`config.mk`:
```
export PLATFORM = sky130hd
export DESIGN_NAME = irq_ctl
export DESIGN_NICKNAME = d
export VERILOG_FILES = /design/src/rtl/irq_ctl_pkg.sv /design/src/rtl/irq_sync.sv /design/src/rtl/irq_detect.sv /design/src/rtl/irq_core.sv /design/src/rtl/irq_ctl.sv
export SDC_FILE = /design/constraint.sdc
export NUM_CORES = 1
export LEC_CHECK = 0
export BUFFER_PORTS_ARGS = -buffer_cell sky130_fd_sc_hd__buf_2
export CAP_MARGIN = 15
export CORE_MARGIN = 2
export CORE_UTILIZATION = 44
export CTS_BUF_LIST = sky130_fd_sc_hd__clkbuf_16
export DETAILED_ROUTE_END_ITERATION = 12
export GPL_TIMING_DRIVEN = 1
export HOLD_SLACK_MARGIN = 0.06
export PLACE_DENSITY_LB_ADDON = 0.3
export SYNTH_ARGS = -nofsm -noshare
export SYNTH_HDL_FRONTEND = slang
export SYNTH_HIERARCHICAL = 1
export SYNTH_SLANG_ARGS = --single-unit
```
`constraint.sdc`:
```
create_clock -name clk -period 1.1 [get_ports clk]
set_clock_uncertainty 0.1 [all_clocks]
set_input_delay 0.11 -clock clk [delete_from_list [all_inputs] [get_ports clk]]
set_output_delay 0.11 -clock clk [all_outputs]
set_load 0.005 [all_outputs]
```
`src/rtl/irq_ctl_pkg.sv`:
```
package irq_ctl_pkg;

    localparam int CTL_W = 8;

    typedef struct packed {
        logic ext;
        logic port;
        logic tmr;
    } src_t;

    // field order is the software-visible bit layout, msb first
    typedef struct packed {
        logic gie;
        logic rise;
        src_t en;
        src_t flag;
    } ctl_t;

    function automatic logic any_pending(input ctl_t c);
        return |(c.en & c.flag);
    endfunction

    function automatic logic edge_hit(input logic rise, input logic now, input logic prev);
        return rise ? (now & ~prev) : (~now & prev);
    endfunction

endpackage

```
`src/rtl/irq_sync.sv`:
```
module irq_sync #(
    parameter int W = 1
) (
    input  logic         clk,
    input  logic         rst,
    input  logic [W-1:0] d,
    output logic [W-1:0] q
);
    logic [W-1:0] meta;

    for (genvar i = 0; i < W; i++) begin : g_bit
        always_ff @(posedge clk) begin
            if (rst) begin
                meta[i] <= 1'b0;
                q[i]    <= 1'b0;
            end else begin
                meta[i] <= d[i];
                q[i]    <= meta[i];
            end
        end
    end
endmodule

```
`src/rtl/irq_detect.sv`:
```
module irq_detect
    import irq_ctl_pkg::*;
#(
    parameter int NPORT = 4
) (
    input  logic             clk,
    input  logic             rst,
    input  logic             ext_s,
    input  logic [NPORT-1:0] port_s,
    input  logic             tmr_ovf,
    input  logic             rise,
    input  logic             port_rd,
    output src_t             ev
);
    logic             ext_prev;
    logic [NPORT-1:0] port_copy;

    always_ff @(posedge clk) begin
        if (rst) begin
            ext_prev  <= 1'b0;
            port_copy <= '0;
        end else begin
            ext_prev <= ext_s;
            if (port_rd) port_copy <= port_s;
        end
    end

    always_comb begin
        ev.ext  = edge_hit(rise, ext_s, ext_prev);
        ev.port = |(port_s ^ port_copy);
        ev.tmr  = tmr_ovf;
    end
endmodule

```
`src/rtl/irq_core.sv`:
```
module irq_core
    import irq_ctl_pkg::*;
(
    input  logic             clk,
    input  logic             rst,
    input  src_t             ev,
    input  logic             cycle_end,
    input  logic             retfie,
    input  logic             reg_wr,
    input  logic [CTL_W-1:0] reg_wdata,
    output ctl_t             ctl_q,
    output logic             take_q
);
    ctl_t ctl_d;
    logic take;

    always_comb begin
        take  = cycle_end & ctl_q.gie & any_pending(ctl_q);
        ctl_d = ctl_q;
        if (reg_wr) ctl_d = ctl_t'(reg_wdata);
        ctl_d.flag = src_t'(ctl_d.flag | ev);
        if (retfie) ctl_d.gie = 1'b1;
        if (take)   ctl_d.gie = 1'b0;
    end

    always_ff @(posedge clk) begin
        if (rst) begin
            ctl_q  <= '0;
            take_q <= 1'b0;
        end else begin
            ctl_q  <= ctl_d;
            take_q <= take;
        end
    end
endmodule

```
`src/rtl/irq_ctl.sv`:
```
module irq_ctl
    import irq_ctl_pkg::*;
#(
    parameter int          NPORT = 4,
    parameter int          PC_W  = 13,
    parameter logic [12:0] VEC   = 13'h004
) (
    input  logic             clk,
    input  logic             rst,
    input  logic             ext_pin,
    input  logic [NPORT-1:0] port_pins,
    input  logic             tmr_ovf,
    input  logic             port_rd,
    input  logic             cycle_end,
    input  logic             retfie,
    input  logic             reg_wr,
    input  logic [CTL_W-1:0] reg_wdata,
    output logic [CTL_W-1:0] reg_rdata,
    output logic [NPORT-1:0] port_val,
    output logic             vec_take,
    output logic             push_ret,
    output logic [PC_W-1:0]  vec_addr
);
    localparam int SYNC_W = NPORT + 1;

    logic [SYNC_W-1:0] raw, synced;
    src_t ev;
    ctl_t ctl;
    logic take_q;

    assign raw = {ext_pin, port_pins};

    irq_sync #(.W(SYNC_W)) u_sync (
        .clk(clk), .rst(rst), .d(raw), .q(synced)
    );

    irq_detect #(.NPORT(NPORT)) u_detect (
        .clk(clk), .rst(rst),
        .ext_s(synced[SYNC_W-1]), .port_s(synced[NPORT-1:0]),
        .tmr_ovf(tmr_ovf), .rise(ctl.rise), .port_rd(port_rd), .ev(ev)
    );

    irq_core u_core (
        .clk(clk), .rst(rst), .ev(ev), .cycle_end(cycle_end), .retfie(retfie),
        .reg_wr(reg_wr), .reg_wdata(reg_wdata), .ctl_q(ctl), .take_q(take_q)
    );

    assign reg_rdata = ctl;
    assign port_val  = synced[NPORT-1:0];
    assign vec_take  = take_q;
    assign push_ret  = take_q;
    assign vec_addr  = take_q ? PC_W'(VEC) : '0;
endmodule

```
# After elaboration in Yosys (flattened, before gate mapping)
# Cells that the tools add are included.
dict set report totals {
  register_bits 24
}
dict set report classes {
  reduce_logical 4
  mux 4
  bitwise 9
}
# cell n
set op_table {}
lappend op_table {{$mux 8} 1}
lappend op_table {{$and 1x1->1} 4}
lappend op_table {{$reduce_or 4->1} 1}
lappend op_table {{$xor 4x4->4} 1}
lappend op_table {{$and 3x3->3} 1}
lappend op_table {{$mux 3} 1}
lappend op_table {{$or 3x3->3} 1}
lappend op_table {{$reduce_or 3->1} 1}
lappend op_table {{$mux 1} 2}
lappend op_table {{$not 1->1} 2}
lappend op_table {{$reduce_bool 2->1} 1}
lappend op_table {{$reduce_or 2->1} 1}

# Logic depth before layout (Yosys ltp)
# Gate-level depths: netlist of the first run.
dict set report depth {
  depth_word 4
  depth_mapped 4
  depth_no_buf 4
}

# By module
# Netlist of the first run, hierarchy kept.
# mod instances cells_each area_per_inst_um2
set modules_own_cells {}
lappend modules_own_cells {irq_core 1 34 355.3}
lappend modules_own_cells {irq_sync 1 20 262.8}
lappend modules_own_cells {irq_detect 1 24 231.5}
lappend modules_own_cells {irq_ctl 1 15 108.9}

# Worst setup path after synthesis of the first run
# Ideal clock, no wire load.
dict set report synth_timing {
  path_type {register -> register}
  startpoint {register u_core/ctl_q[1] (netlist bit)}
  endpoint {register u_core/ctl_q[7] (netlist bit)}
  required_ps 940
  setup_ps 60
  arrival_time_ps 898
  stages_incl_launch_ff 3
  path_slack_ps 42
  cell_sequence {dfxtp_1 -> a222oi_1 -> o221a_1}
}
dict set report synth_between {
  elab_chain_len 4
}
# item line
set synth_lines {}
lappend synth_lines {{from (decl)} irq_core.sv:11} ;# output ctl_t ctl_q,
lappend synth_lines {{from (signal assigned)} irq_core.sv:31} ;# ctl_q <= ctl_d;
lappend synth_lines {{$and 3x3->3} irq_ctl_pkg.sv:20} ;# return |(c.en & c.flag);
lappend synth_lines {{$reduce_or 3->1} irq_ctl_pkg.sv:20}
lappend synth_lines {{$and 1x1->1} irq_core.sv:18} ;# take = cycle_end & ctl_q.gie & any_pending(ctl_q);
lappend synth_lines {{$reduce_or 2->1 (no source line)} -}
# Every way passes these cells.
# A chain may end at the register's enable or synchronous reset.

# Worst setup path in the final report of the first run
# Same ends and word-level chain as after synthesis.

==> results of run 1 <==
## synth_stat cells
cell type / n / share of area (%)
a21oi_1: 3 / 1.6
a222oi_1: 1 / 1.0
buf_4: 15 / 12
buf_6: 1 / 1.2
clkbuf_1: 1 / 0.39
clkbuf_2: 1 / 0.52
conb_1: 1 / 0.39
dfxtp_1: 24 / 50
inv_1: 4 / 1.6
mux2_4: 1 / 1.6
mux2i_1: 11 / 11
nand2_1: 2 / 0.78
nand2b_1: 1 / 0.65
nand4_1: 1 / 0.65
nor2_1: 8 / 3.1
nor2b_1: 11 / 7.2
nor3_1: 1 / 0.52
o221a_1: 1 / 1.2
o22ai_1: 1 / 0.65
xnor2_1: 4 / 3.7
## kinds of logic after synthesis
| family | share of synthesized area, % |
|---|---|
| AO/OA/AOI/OAI | 4.439 |
| XOR/XNOR | 3.655 |
| buffers and inverters | 15.40 |
| flip-flops | 50.13 |
| multiplexers | 13.05 |
| other | 0.3913 |
| AND/OR/NAND/NOR | 12.93 |
## power groups by stage
stage / registers (W) / logic (W) / clock network, W
6_report: 0.000941 / 0.000226 / 0.00100
4_1_cts: 0.000941 / 0.000218 / 0.00103
2_1_floorplan: 0.000958 / 0.000132 / 0
3_3_place_gp: 0.000956 / 0.000175 / 0
5_1_grt: 0.000945 / 0.000248 / 0.00105
3_5_place_dp: 0.000959 / 0.000179 / 0
## worst register-to-register path: cells and delay by family (launching register included)
| family | cells | cell delay [ns] |
|---|---|---|
| AO/OA/AOI/OAI | 2 | 0.66 |
| flip-flops | 1 | 0.32 |
## how the worst max path moves through the flow
stage,from,end,slack (ns),cells after the start
2_1_floorplan,u_core/ctl_q[1],u_core/ctl_q[7],0.04,2
3_3_place_gp,u_core/ctl_q[1],u_core/ctl_q[7],0.003,2
3_5_place_dp,u_core/ctl_q[1],u_core/ctl_q[7],-0.02,2
4_1_cts,u_core/ctl_q[4],u_core/ctl_q[7],-0.02,2
5_1_grt,u_core/ctl_q[1],u_core/ctl_q[7],-0.13,2
6_report,u_core/ctl_q[1],u_core/ctl_q[7],-0.04,2
## layout by cell type, fill, tap and decap left out, drive strengths merged
cell,n
inv,4
a222oi,1
clkbuf,3
bufinv,1
conb,12
nand2b,1
mux2,1
mux2i,11
dlygate4sd3,14
nor2b,11
o221a,1
dfxtp,24
nand4,1
o22ai,1
nor3,1
a21oi,3
buf,37
xnor2,4
nand2,2
nor2,8
## sequential cells by signal, indices dropped and copies added, names as in the netlist
signal              flops
u_detect/port_copy      4
u_sync/q                5
u_sync/meta             5
u_detect/ext_prev       1
u_core/take_q           1
u_core/ctl_q            8
## final cells by class
cell class	instances	area, sq um
inverter	4	15.01
clock buffer	3	75.07
tap	27	33.78
clock inverter	1	30.03
sequential	24	483.0
timing repair buffer	51	332.8
multi-input combinational	58	371.6
fill	160	660.6
## per-layer routing
layer  routed length [um]  vias up
met4                   24        0
met2                  956       29
met5                    0        -
li1                     -      367
met3                   84        4
met1                  722      308
## through the flow
stage | setup TNS, ns | hold slack (ns)
2_1_floorplan | 0 | 0.08161
6_report | -0.04023 | 0.07864
4_1_cts | -0.02400 | 0.06934
5_1_grt | -0.1820 | 0.09395
3_3_place_gp | 0 | 0.2197
3_5_place_dp | -0.02054 | 0.2241
## timing repair
item / 4_1_cts / 5_1_grt
gates resized for setup: 1 / 1
hold buffers: 14 / 0
buffers inserted: 0 / 1
pin swaps: 2 / 2
endpoints found under the hold margin: 13 / 0
endpoints found under the setup margin: 1 / 2
==> results.md, run 1 <==
* Area of the mapped netlist at roughly 960 sq um
* Count of final setup violators at 1
* HP Class: input port to register
* Drt pass-1 iters at 4
* Final Hold Vio Count at 0
* Vias in the first global route at 668
* Crit-path slowest cell: a222oi_1
* Met3 GRT Util at 2.679%
* Slowest stage delay, CP at 0.42 ns
* H-tree depth at 1
* Via count at between 700 and 800
* Max-cap violation count at 0
* Post-Route WL at 1788 um
* Setup slack after layout at -0.04023 ns
* CP Max Fanout at 2
* Area growth syn-to-layout at 39.95%
* Inserted Diodes at 0
* Clock Latency Late Sink at 0.25 ns
* Failing checks: negative setup slack
* Hold EP: u_core/ctl_q[1]
* Pwr dens at approximately 1600 nW/um^2
* Power, Total at 0.002169 W
* Leakage power at between 0.6 and 0.7 nW
* Met2 usage at 27.63%
* DP Worst Slack at -0.02054 ns
* Slew Limit Fails at 0
* TritonCTS Sinks at 24
* Placed Area at 1086 sq um
* DP HPWL at between 1000 and 1500 um
* Clk pwr share at between 40% and 50%
* Root buffer cell: clkbuf_16
* Period utilization at 103.7%
* Largest net degree at the start of global routing at 15
* Reg2Reg Capture Point: u_core/ctl_q[7]
* Psw at roughly 0.0004 W
* IO Count at 47
* Total GRT Usage at 14.22%
* RSZ-0062 raised after global routing: true
* Fmax at 0.8770 GHz
* Final critical-path required period at between 1 and 1.5 ns
* CP endpoint kind: register
* CP Class: register to register
* Overflow after GRT at 0
* Clock transition at path regs at 0.06 ns
* Die area at 2567 sq um
* Drt via density at 4.214
* Core Region at 2002 sq um
* Fin nets at 162
* Internal cell power at ~0.0018 W
* Hold path startpoint: rst
* DP Cell Count at 149
* Drt wl/cell at approximately 11 um
* FF+latch count, synth at 24
* Post-Layout Inst Area at ~1300 sq um
* # DRC at 0
* Std cell rows at 16
* Initial antenna violation count at 0
* RR Startpoint: u_core/ctl_q[1]
* Die H at roughly 51 um
* Non-Filler Instances at 168
* RePlAce Congestion at 0.7447
* GR peak layer: met2
* Power share of the sequential group at 43.4%
* Antenna violation net count after detailed routing at 0
* Startpoint types: register
* Status: finished, violations left
* Initial Util at about 48%
* Min-Delay Path Depth at 2
* Syn. warnings at 6
* CP delay by family, top: compound AO/OA/AOI/OAI gates
* Seq/Total Area, Yosys at about 50%
* Post-Syn Area per Cell at 10.31 sq um
* Worst Path Buf+Inv at 0
* Max VDD drop at around 1.2 mV
* DR iter-0 viols at 6
* CTS Buf Count at 3
* Gate Count Post-Synth at 93
* Share of cells above drive strength 1 at 31.21%
* Die width at between 50 and 60 um
* Post-synthesis cell type count at 20
* Cell breakdown of the critical path: a222oi_1 > o221a_1
* R2R depth at 2
* Count of input and output buffers at 34
* Combinational power share at 10.4%
* Final core utilization at 67.00%
* M1 GR Usage at 13.70%
* Worst R2R Setup Slack at -0.04 ns
* CTS max path bufs at 2
* Critical Path RT at 1.20 ns
* Switch share at 18.36%
* CTS tree: done
* First-pass GRT wire length at 2697 um
* Crit path DAT at around 1.2 ns
(Power assumes the default switching activity.)
==> inputs of run 2 (changes only) <==
--- a/config.mk
+++ b/config.mk
@@ -7,8 +7,10 @@
 export LEC_CHECK = 0
 export BUFFER_PORTS_ARGS = -buffer_cell sky130_fd_sc_hd__buf_2
 export CAP_MARGIN = 15
+export CELL_PAD_IN_SITES_DETAIL_PLACEMENT = 1
+export CELL_PAD_IN_SITES_GLOBAL_PLACEMENT = 1
 export CORE_MARGIN = 2
-export CORE_UTILIZATION = 44
+export CORE_UTILIZATION = 32
 export CTS_BUF_LIST = sky130_fd_sc_hd__clkbuf_16
 export DETAILED_ROUTE_END_ITERATION = 12
 export GPL_TIMING_DRIVEN = 1
==> constraint.sdc (replaced) <==
create_clock -name clk -period 1.21 [get_ports clk]
set_clock_uncertainty 0.1 [all_clocks]
set_input_delay 0.121 -clock clk [delete_from_list [all_inputs] [get_ports clk]]
set_output_delay 0.121 -clock clk [all_outputs]
set_load 0.005 [all_outputs]
==> run 2 against run 1 <==
Sequential share of layout area shrank 0.78 points. Clock-buffer cell count is the same. Maximum frequency shrank 7.3%. Critical endpoint unchanged. Sequential power shrank 9.0%. Register-to-register slack gained 0.02 ns. Largest cell class unchanged. Hold slack gained 0.021 ns. Non-clock buffer count grew 1. Power shrank 7.3%. The flow finishes with violations (design-rule violations, negative setup slack). Wire length grew 32%. Utilization shrank 18 points. Clock power shrank 7%.
==> results.md, run 2 (synthesis results as in run 1) <==
* Final Hold Vio Count at 0
* Total GRT Usage at 14.68%
* Fin nets at 163
* Drt wl/cell at 13.60 um
* CP delay by family, top: compound AO/OA/AOI/OAI gates
* Std cell rows at 19
* Share of cells above drive strength 1 at 30.28%
* Via count at 774
* Root buffer cell: clkbuf_16
* Inserted Diodes at 0
* Startpoint types: register
* Slew Limit Fails at 0
* IO Count at 47
* Area growth syn-to-layout at 42.69%
* Most common library cell in the layout ignoring fill and taps: buf_2
* CTS Buf Count at 3
* Overflow after GRT at 0
* Psw at 0.0003942 W
* Internal cell power at 0.001616 W
* Die area at around 3400 sq um
* Filler instances at about 320
* Die width at between 50 and 60 um
* Hold WS at 0.09972 ns
* Antenna violation net count after detailed routing at 0
* Setup slack after layout at -0.02033 ns
* Drt via density at 4.474
* Largest registers: u_core/ctl_q x8, u_sync/meta x5, u_sync/q x5
* Area of the multi-input gates at 371.6 sq um
* # DRC at 3
* Max-cap violation count at 0
* Initial Util at 34.17%
* DP HPWL at 1376 um
* CP Class: register to register
* Slowest stage delay, CP at 0.39 ns
* Pwr dens at 1470 nW/um^2
* Clock transition at path regs at 0.06 ns
* Worst Path Buf+Inv at 1
* Status: finished, violations left
* Clock Latency Late Sink at roughly 0.26 ns
* TritonCTS Sinks at 24
* CP endpoint kind: register
* Initial antenna violation count at 0
* Post-Route WL at 2352 um
* Cell breakdown of the critical path: a222oi_1 > buf_4 > o221a_1
* Final critical-path required period at 1.230 ns
* H-tree depth at 1
* Largest register by flop count: u_core/ctl_q
* Reg area at roughly 480 sq um
* Final core utilization at roughly 49%
* Clk pwr share at a little under half
* Crit path DAT at approximately 1.3 ns
* Combinational power share at 10.9%
* Drt pass-1 iters at 8
* Switch share at about a fifth
* RR Startpoint: u_core/ctl_q[4]
* First-pass GRT wire length at 3560 um
* Count of input and output buffers at 34
* HP Class: input port to register
* Count of final setup violators at 1
* CP startpoint: u_core/ctl_q[4]
* RePlAce Congestion at 0.7128
* Critical Path RT at 1.31 ns
* DR iter-0 viols at 11
* Max reg flops at 8
* Period utilization at 101.7%
* Largest net degree at the start of global routing at 15
* Power share of the sequential group at a little over two fifths
* Vias in the first global route at between 700 and 800
* CP Max Fanout at 3
* Max VDD drop at ~0.77 mV
* Commonest cells after routing, fill and taps aside: buf_2 (34), dfxtp_1 (23), dlygate4sd3_1 (15), conb_1 (12)
* Fmax at between 0.8 and 0.9 GHz
* Hold path startpoint: rst
* CTS max path bufs at 2
* Leakage power at ~0.67 nW
* Core Region at 2805 sq um
* Die H at between 50 and 60 um
* Crit-path slowest cell: a222oi_1
* CTS tree: done
* Failing checks: design-rule violations, negative setup slack
## run 2: worst reg2reg max path: stages (launching register included)
cell,delay (ns)
dfxtp_2,0.33
a222oi_1,0.39
buf_4,0.19
o221a_1,0.17
## run 2: what timing repair did
item	in CTS	in global routing
gates resized for setup	0	1
buffers inserted	0	1
hold buffers	15	0
setup endpoints to repair	0	1
hold endpoints to repair	14	0
## run 2: final timing paths
kind,to,slack (ns),cells past startpoint
worst min register to register,u_sync/q[1],0.34,1
worst max register to register,u_core/ctl_q[7],-0.02,3
worst max-delay path,u_core/ctl_q[7],-0.02,3
worst min-delay path,u_core/ctl_q[6],0.1,2
## run 2: routing by layer
metal / part of all wire, % / global-route usage [%] / up-vias
li1: - / - / 373
met1: 37 / 15.21 / 369
met2: 55 / 25.08 / 25
met3: 3.2 / 2.198 / 7
met4: 3.9 / 13.64 / 0
met5: 0 / 0 / -
## run 2: area by class of cell
| class | instances | area share [%] |
|---|---|---|
| inverter | 4 | 1.098 |
| tap | 31 | 2.836 |
| multi-input combinational | 58 | 27.17 |
| timing repair buffer | 52 | 25.98 |
| clock inverter | 1 | 2.196 |
| clock buffer | 3 | 5.489 |
| sequential | 24 | 35.22 |
## run 2: through the flow
stage	cells	cell area, sq um	total power, W	setup WS, ns	setup TNS (ns)
after global routing	173	1368	0.002089	-0.07640	-0.09284
after global placement	153	1104	0.001038	0.1151	0
after floorplan	104	999.7	0.0009910	0.1518	0
final	173	1368	0.002010	-0.02033	-0.02033
after CTS	172	1359	0.002029	0.07470	0
after detailed placement	153	1104	0.001044	0.08876	0
## run 2: power by group through the flow
stage,clock network (W),registers [W],logic [W]
4_1_cts,0.000964,0.000855,0.000210
2_1_floorplan,0,0.000871,0.000120
3_5_place_dp,0,0.000873,0.000171
3_3_place_gp,0,0.000870,0.000168
5_1_grt,0.000983,0.000862,0.000244
6_report,0.000934,0.000856,0.000220
